===== src/rtl/fb_burst_reader.sv =====
module fb_burst_reader #(
  parameter int ADDR_W    = 32,
  parameter int DATA_W    = 32,
  parameter int BURST_LEN = 16,
  parameter int MAX_WORDS = 38400
) (
  input  logic                              clk,
  input  logic                              rst_n,
  input  logic                              refresh_i,
  input  logic [ADDR_W-1:0]                 base_addr_i,
  input  logic [$clog2(MAX_WORDS+1)-1:0]    word_count_i,
  input  logic                              fifo_low_i,
  output logic                              rd_o,
  output logic [ADDR_W-1:0]                 addr_o,
  output logic [$clog2(BURST_LEN+1)-1:0]    burstcount_o,
  input  logic                              waitreq_i,
  input  logic [DATA_W-1:0]                 rdata_i,
  input  logic                              rvalid_i,
  output logic                              fifo_wr_o,
  output logic [DATA_W-1:0]                 fifo_data_o
);
  localparam int CNT_W  = $clog2(MAX_WORDS+1);
  localparam int BC_W   = $clog2(BURST_LEN+1);
  localparam int BSHIFT = $clog2(DATA_W/8);

  typedef enum logic [1:0] {IDLE, REQ, DATA, PACE} state_t;

  state_t            state_q;
  logic [ADDR_W-1:0] addr_q;
  logic [CNT_W-1:0]  left_q;
  logic [BC_W-1:0]   bc_q;
  logic [BC_W-1:0]   pend_q;

  function automatic logic [BC_W-1:0] clip(input logic [CNT_W-1:0] n);
    return (n < CNT_W'(BURST_LEN)) ? BC_W'(n) : BC_W'(BURST_LEN);
  endfunction

  assign rd_o         = (state_q == REQ);
  assign addr_o       = addr_q;
  assign burstcount_o = bc_q;
  assign fifo_wr_o    = (state_q == DATA) && rvalid_i;
  assign fifo_data_o  = rdata_i;

  always_ff @(posedge clk or negedge rst_n) begin
    if (!rst_n) begin
      state_q <= IDLE;
      addr_q  <= '0;
      left_q  <= '0;
      bc_q    <= '0;
      pend_q  <= '0;
    end else begin
      case (state_q)
        IDLE: if (refresh_i && word_count_i != '0) begin
          addr_q  <= base_addr_i;
          left_q  <= word_count_i;
          bc_q    <= clip(word_count_i);
          state_q <= REQ;
        end
        REQ: if (!waitreq_i) begin
          pend_q  <= bc_q;
          state_q <= DATA;
        end
        DATA: if (rvalid_i) begin
          left_q <= left_q - 1'b1;
          pend_q <= pend_q - 1'b1;
          if (pend_q == BC_W'(1)) begin
            addr_q  <= addr_q + (ADDR_W'(bc_q) << BSHIFT);
            state_q <= (left_q == CNT_W'(1)) ? IDLE : PACE;
          end
        end
        PACE: if (fifo_low_i) begin
          bc_q    <= clip(left_q);
          state_q <= REQ;
        end
        default: state_q <= IDLE;
      endcase
    end
  end


  req_hold_chk: assert property (@(posedge clk) disable iff (!rst_n)
    rd_o && waitreq_i |=> rd_o && $stable(addr_o) && $stable(burstcount_o));


  req_drop_chk: assert property (@(posedge clk) disable iff (!rst_n)
    rd_o && !waitreq_i |=> !rd_o);


  bc_range_chk: assert property (@(posedge clk) disable iff (!rst_n)
    rd_o |-> burstcount_o != '0 && burstcount_o <= BC_W'(BURST_LEN));


  wr_excl_chk: assert property (@(posedge clk) disable iff (!rst_n)
    fifo_wr_o |-> !rd_o && pend_q != '0);


  last_idle_chk: assert property (@(posedge clk) disable iff (!rst_n)
    fifo_wr_o && left_q == CNT_W'(1) |=> !rd_o && !fifo_wr_o);


  pace_chk: assert property (@(posedge clk) disable iff (!rst_n)
    state_q == PACE && !fifo_low_i |=> !rd_o);
endmodule


===== config.mk =====
export PLATFORM = sky130hd
export DESIGN_NAME = fb_burst_reader
export DESIGN_NICKNAME = d
export VERILOG_FILES = /design/src/rtl/fb_burst_reader.sv
export SDC_FILE = /design/constraint.sdc
export NUM_CORES = 1
export LEC_CHECK = 0
export BUFFER_PORTS_ARGS = -buffer_cell sky130_fd_sc_hd__clkbuf_2
export CORE_AREA = 3 3 119 75
export DETAILED_ROUTE_END_ITERATION = 10
export DIE_AREA = 0 0 122 78
export PLACE_DENSITY = 0.86
export SYNTH_ARGS = -nofsm -noshare
export SYNTH_HDL_FRONTEND = slang
export SYNTH_SLANG_ARGS = --single-unit

===== constraint.sdc =====
create_clock -name clk -period 8.1 [get_ports clk]
set_clock_uncertainty 0.2 [all_clocks]
set_input_delay 1.215 -clock clk [delete_from_list [all_inputs] [get_ports clk]]
set_output_delay 1.215 -clock clk [all_outputs]
set_load 0.01 [all_outputs]

; After elaboration in Yosys (flattened, before gate mapping)
; Cells that the tools add are included.
; W data, S select, Z words.
[totals]
output_inout_bits = 71
input_bits = 86
reg_bits = 60
[classes]
mux = 22
add_sub_neg = 3
order_cmp = 2
n_reduce_logical = 12
eq_ne = 10
[ops]
columns = op, n
row1 = $mux W32, 3
row2 = $pmux W32 S2, 1
row3 = $add A32 B7 Y32, 1
row4 = $lt A16 B5 Y1 const B, 2
row5 = $mux W16, 2
row6 = $pmux W16 S2, 1
row7 = $mux W5, 6
row8 = $pmux W5 S2, 2
row9 = $eq A16 B1 Y1 const B, 1
row10 = $reduce_bool A16 Y1, 1
row11 = $sub A16 B1 Y16 const B, 1
row12 = $mux W2, 6
row13 = $reduce_and A3 Y1, 3
row14 = $ne A2 B2 Y1 const B, 4
row15 = $pmux W2 S4, 1
row16 = $reduce_bool A2 Y1, 3
row17 = $eq A5 B1 Y1 const B, 1
row18 = $reduce_and A5 Y1, 1
row19 = $sub A5 B1 Y5 const B, 1
row20 = $eq A2 B2 Y1 const B, 2
row21 = $reduce_and A4 Y1, 1
row22 = $eq A2 B1 Y1 const B, 1
row23 = $logic_and A1 B1 Y1, 2
row24 = $logic_not A2 Y1, 1
row25 = $ne A2 B1 Y1 const B, 1

; Logic depth before layout (Yosys ltp)
[depth]
word_depth = 5
depth_mapped = 10

; Least setup slack after synthesis
; OpenSTA, ideal clock, no wires.
[synth_path]
kind = register to output
start = register state_q[0]
end = output port fifo_wr_o
arrival_time_ns = 1.929
required_ns = 6.685
slack_ns = 4.756
path_stages_with_launch = 8
path_buffers = 4
path_cell_list = dfrtp_1 inv_1 ha_1 clkbuf_1 clkbuf_1 clkbuf_1 clkbuf_1 and2_1
[synth_between]
elab_chain_cells = 2
[synth_rtl]
columns = item, line
row1 = "start, declared", 28  ; state_t state_q;
row2 = "start signal, assigned", 68  ; state_q <= (left_q == CNT_W'(1)) ? IDLE : PACE;
row3 = $eq A2 B2 Y1, 41  ; assign fifo_wr_o = (state_q == DATA) && rvalid_i;
row4 = $logic_and A1 B1 Y1, 41
row5 = "end, declared", 19  ; output logic fifo_wr_o,
; No other way between the ends.

; Worst setup path after layout
[layout_path]
start = input port word_count_i[5]
end = register addr_q[15], in the netlist addr_o[15]
[layout_between]
elab_chain_cells = 4
[layout_rtl]
columns = item, line
row1 = "start, declared", 11  ; input logic [$clog2(MAX_WORDS+1)-1:0] word_count_i,
row2 = $reduce_bool A16 Y1, 53  ; IDLE: if (refresh_i && word_count_i != '0) begin
row3 = $logic_and A1 B1 Y1, 53
row4 = $ne A2 B2 Y1 (no source line), --
row5 = $reduce_and A4 Y1 (no source line), --
row6 = "end signal, assigned", 54  ; addr_q <= base_addr_i;
row7 = "end signal, assigned", 67  ; addr_q <= addr_q + (ADDR_W'(bc_q) << BSHIFT);
row8 = "end, declared", 29  ; logic [ADDR_W-1:0] addr_q;
; No other way between the ends.
; A chain may end at the register's enable or synchronous reset.

==> run summary <==
Routed length per instance - 18.9 um
Number of global-route vias before repair - 4,106
Clk sink count - 60
Peak supply drop - 0.185 mV
H-tree depth - 3
Critical Path End - addr_o[15]
I/O pins - 157
Final Max Tran Viols - 0
Die ar. - 9520 um2
Switching Fraction - 44.0%
Largest family of logic cells by synthesized area - simple AND/OR/NAND/NOR gates
Routed length on met2 - 5320 um
Layout cell share with drive strength beyond 1 - 22.5%
Cell Area, Synth - 4320 um2
Routability cong. - 0.938
Critical R2R Capture - left_q[8]
Worst Reg2Reg Path Length in Cells - 7
Period utilization - 45.4%
Worst-path cell chain - clkbuf_2 -> nor4_1 -> nand4_1 -> a21oi_4 -> o32ai_1 -> a21oi_1
Avg Inst Size Synth - 8.55 um2
Syn_nets - 606
Fmax - 272 MHz
Gates resized, CTS repair - 0
Post-synthesis adder-cell area fraction - 4.22%
Post-Synthesis Cells - 506
Sw power - 870 uW
Compound-Gate Fraction of Synth Area - 23.5%
Gr ovfl total - 0
Drc violations - 0
CTS tree - built
Finished Layout Cells - 668
Routed Wire Length - 12,600 um
CP Capture Type - register
Chip Width - 122 um
Reg2Reg Launch Point - state_q[0]
Via density - 6.54
# hold bufs at CTS - 0
Rel. slew slack - 18.2%
Mux cell area share after synthesis - 3.39%
Final count of hold timing violations - 0
Startpoint Class - input port
RSZ-0062 raised after global routing - no
Synth cell types - 64
Post-Synth XOR/XNOR Area - 0.608%
Total CTS buffers - 9
Worst setup path class - input port to register
Setup TNS - 0 ps
IO Port Bufs - 92
LEAKAGE - 0.00211 uW
Post-synth top cells - 60 x dfrtp_1, 40 x nand3_1, 33 x nand2_1, 33 x nor2_1, 32 x buf_4
DRT Pass-1 Iters - 5
Final min period - 3670 ps
HPWL after detailed placement - 8870 um
Worst-path clk slew - 50 ps
HP Start - addr_o[0]
Critical path fanouts, max - 46
WHS Path Cells - 1
Clk buf depth - 2
# Max-Cap Violations - 0
Slew @ Worst Pin - 1230 ps
Top post-synthesis cells by area - dfrtp_1 35%, buf_4 5.6%, nand3_1 4.6%, ha_1 3.8%, a21oi_1 3.4%
Largest net degree at the start of global routing - 72
Result of the run - finished, final reports clean
Routed Antenna Nets - 0
Comb pwr share - 45.0%
Count leader, synth - dfrtp_1
EDFF count, synth - 0
M1 WL - 5550 um
Worst Path Arrival - 3740 ps
FFs w/ async S/R, synth - 100%
# diodes - 0
Final setup vio count - 0
Setup ws final - 4430 ps
Starting DRT DRC Count - 599
# Post-CTS Setup Buffers - 0
Vias - 4,369
Top cell type's share of synthesized area - 34.7%
Cells after DPL - 652
Simple-gate share of the synthesized area - 24.0%
Clock share of power - 23.0%
Internal power - 1110 uW
Slowest stage delay, CP - 1000 ps
Sequential Power Share - 32.1%
Layout Nets - 655
Root Buffer - clkbuf_16
Chip height - 78 um
Gr usage total - 27.7%
Dpl ws - 4160 ps
Syn. warnings - 0
Worst min-delay path category - register to register
Ys flop type - dfrtp_1
Max layer used - met4
Clk_lat worst skew - 340 ps
Initial antenna violation count - 0
# rows - 25
WL met3 - 1560 um
Seq/Total Area, Yosys - 34.7%
Area Growth Syn to Fin - 14.8%
CP required - 8160 ps
Cell taking the most area after synthesis - dfrtp_1
R2R Setup Slk - 4520 ps
Register bit total from synthesis - 60
CP startpoint - word_count_i[5]
Core area - 7850 um2
First-pass GRT wire length - 20,800 um
Slowest-stage cell, CP - a21oi_4
PD cells - 398 nW/um2
Starting density of the core - 55.1%
==> kinds of logic (layout without fill, tap and decap cells) <==
group | Yosys count | in the layout
mux | 14 | 14
compound gates | 147 | 147
xor+xnor | 3 | 3
simple gates | 194 | 194
buf+inv | 74 | 128
fa+ha+maj | 14 | 14
flops | 60 | 60
==> worst min path at each step <==
stage / end / slack (ps)
after floorplan: left_q[14] / 280
after global placement: addr_o[1] / 290
after detailed placement: addr_o[0] / 290
after CTS: addr_o[0] / 300
after global routing: addr_o[1] / 340
final: addr_o[0] / 300
==> metrics by stage <==
step           utilization, %  area (um2)  hold slack [ps]  total power (uW)
2_1_floorplan               -        4320              283              1230
3_3_place_gp             58.7        4610              285              1440
3_5_place_dp             58.7        4610              288              1500
4_1_cts                  63.2        4960              303              1960
5_1_grt                  63.3        4970              344              2120
6_report                 63.3        4970              297              1980
==> layout by cell type, fill, tap and decap left out, drive strengths merged, types with 4 or more instances in the layout <==
cell	count
a211oi	6
a21o	4
a21oi	30
a22oi	17
and2	6
and4	5
buf	4
clkbuf	104
dfrtp	60
ha	13
inv	16
mux2	5
mux2i	9
nand2	33
nand2b	4
nand3	40
nand4	11
nor2	33
nor2b	4
nor3	15
nor4	10
o211ai	7
o21ai	28
o22ai	11
o32ai	4
o41ai	4
or3	5
or4	15
==> critical path, delay by kind of cell <==
kind	cells	cell delay (ps)
AOI/OAI and AO/OA	3	1430
buffers and inverters	1	100
and+or+nand+nor	2	970
==> state kept, by name (all words and copies together) (netlist names) <==
signal        count
addr_o           32
left_q           16
burstcount_o      5
pend_q            5
state_q           2
==> metal layers <==
layer  track usage (%)  up-vias
met3              10.6       32
met2              38.1      271
met5                 0        -
li1                  -     2017
met1              39.4     2049
met4              9.73        0
==> final cells by class <==
type,instances,area [um2]
repair buffers,96,490
multi-input cells,372,2430
clock inverters,4,95.1
fillers,650,2890
well taps,108,135
flip-flops and latches,60,1500
clock buffers,12,256
inverters,16,60.1
==> power groups by stage <==
stage	combinational [uW]	sequential [uW]	clock, uW
floorplan	609	617	0
global placement	828	616	0
detailed placement	872	628	0
CTS	876	625	457
global route	993	657	473
finish	889	634	454
(Power assumes the default switching activity.)
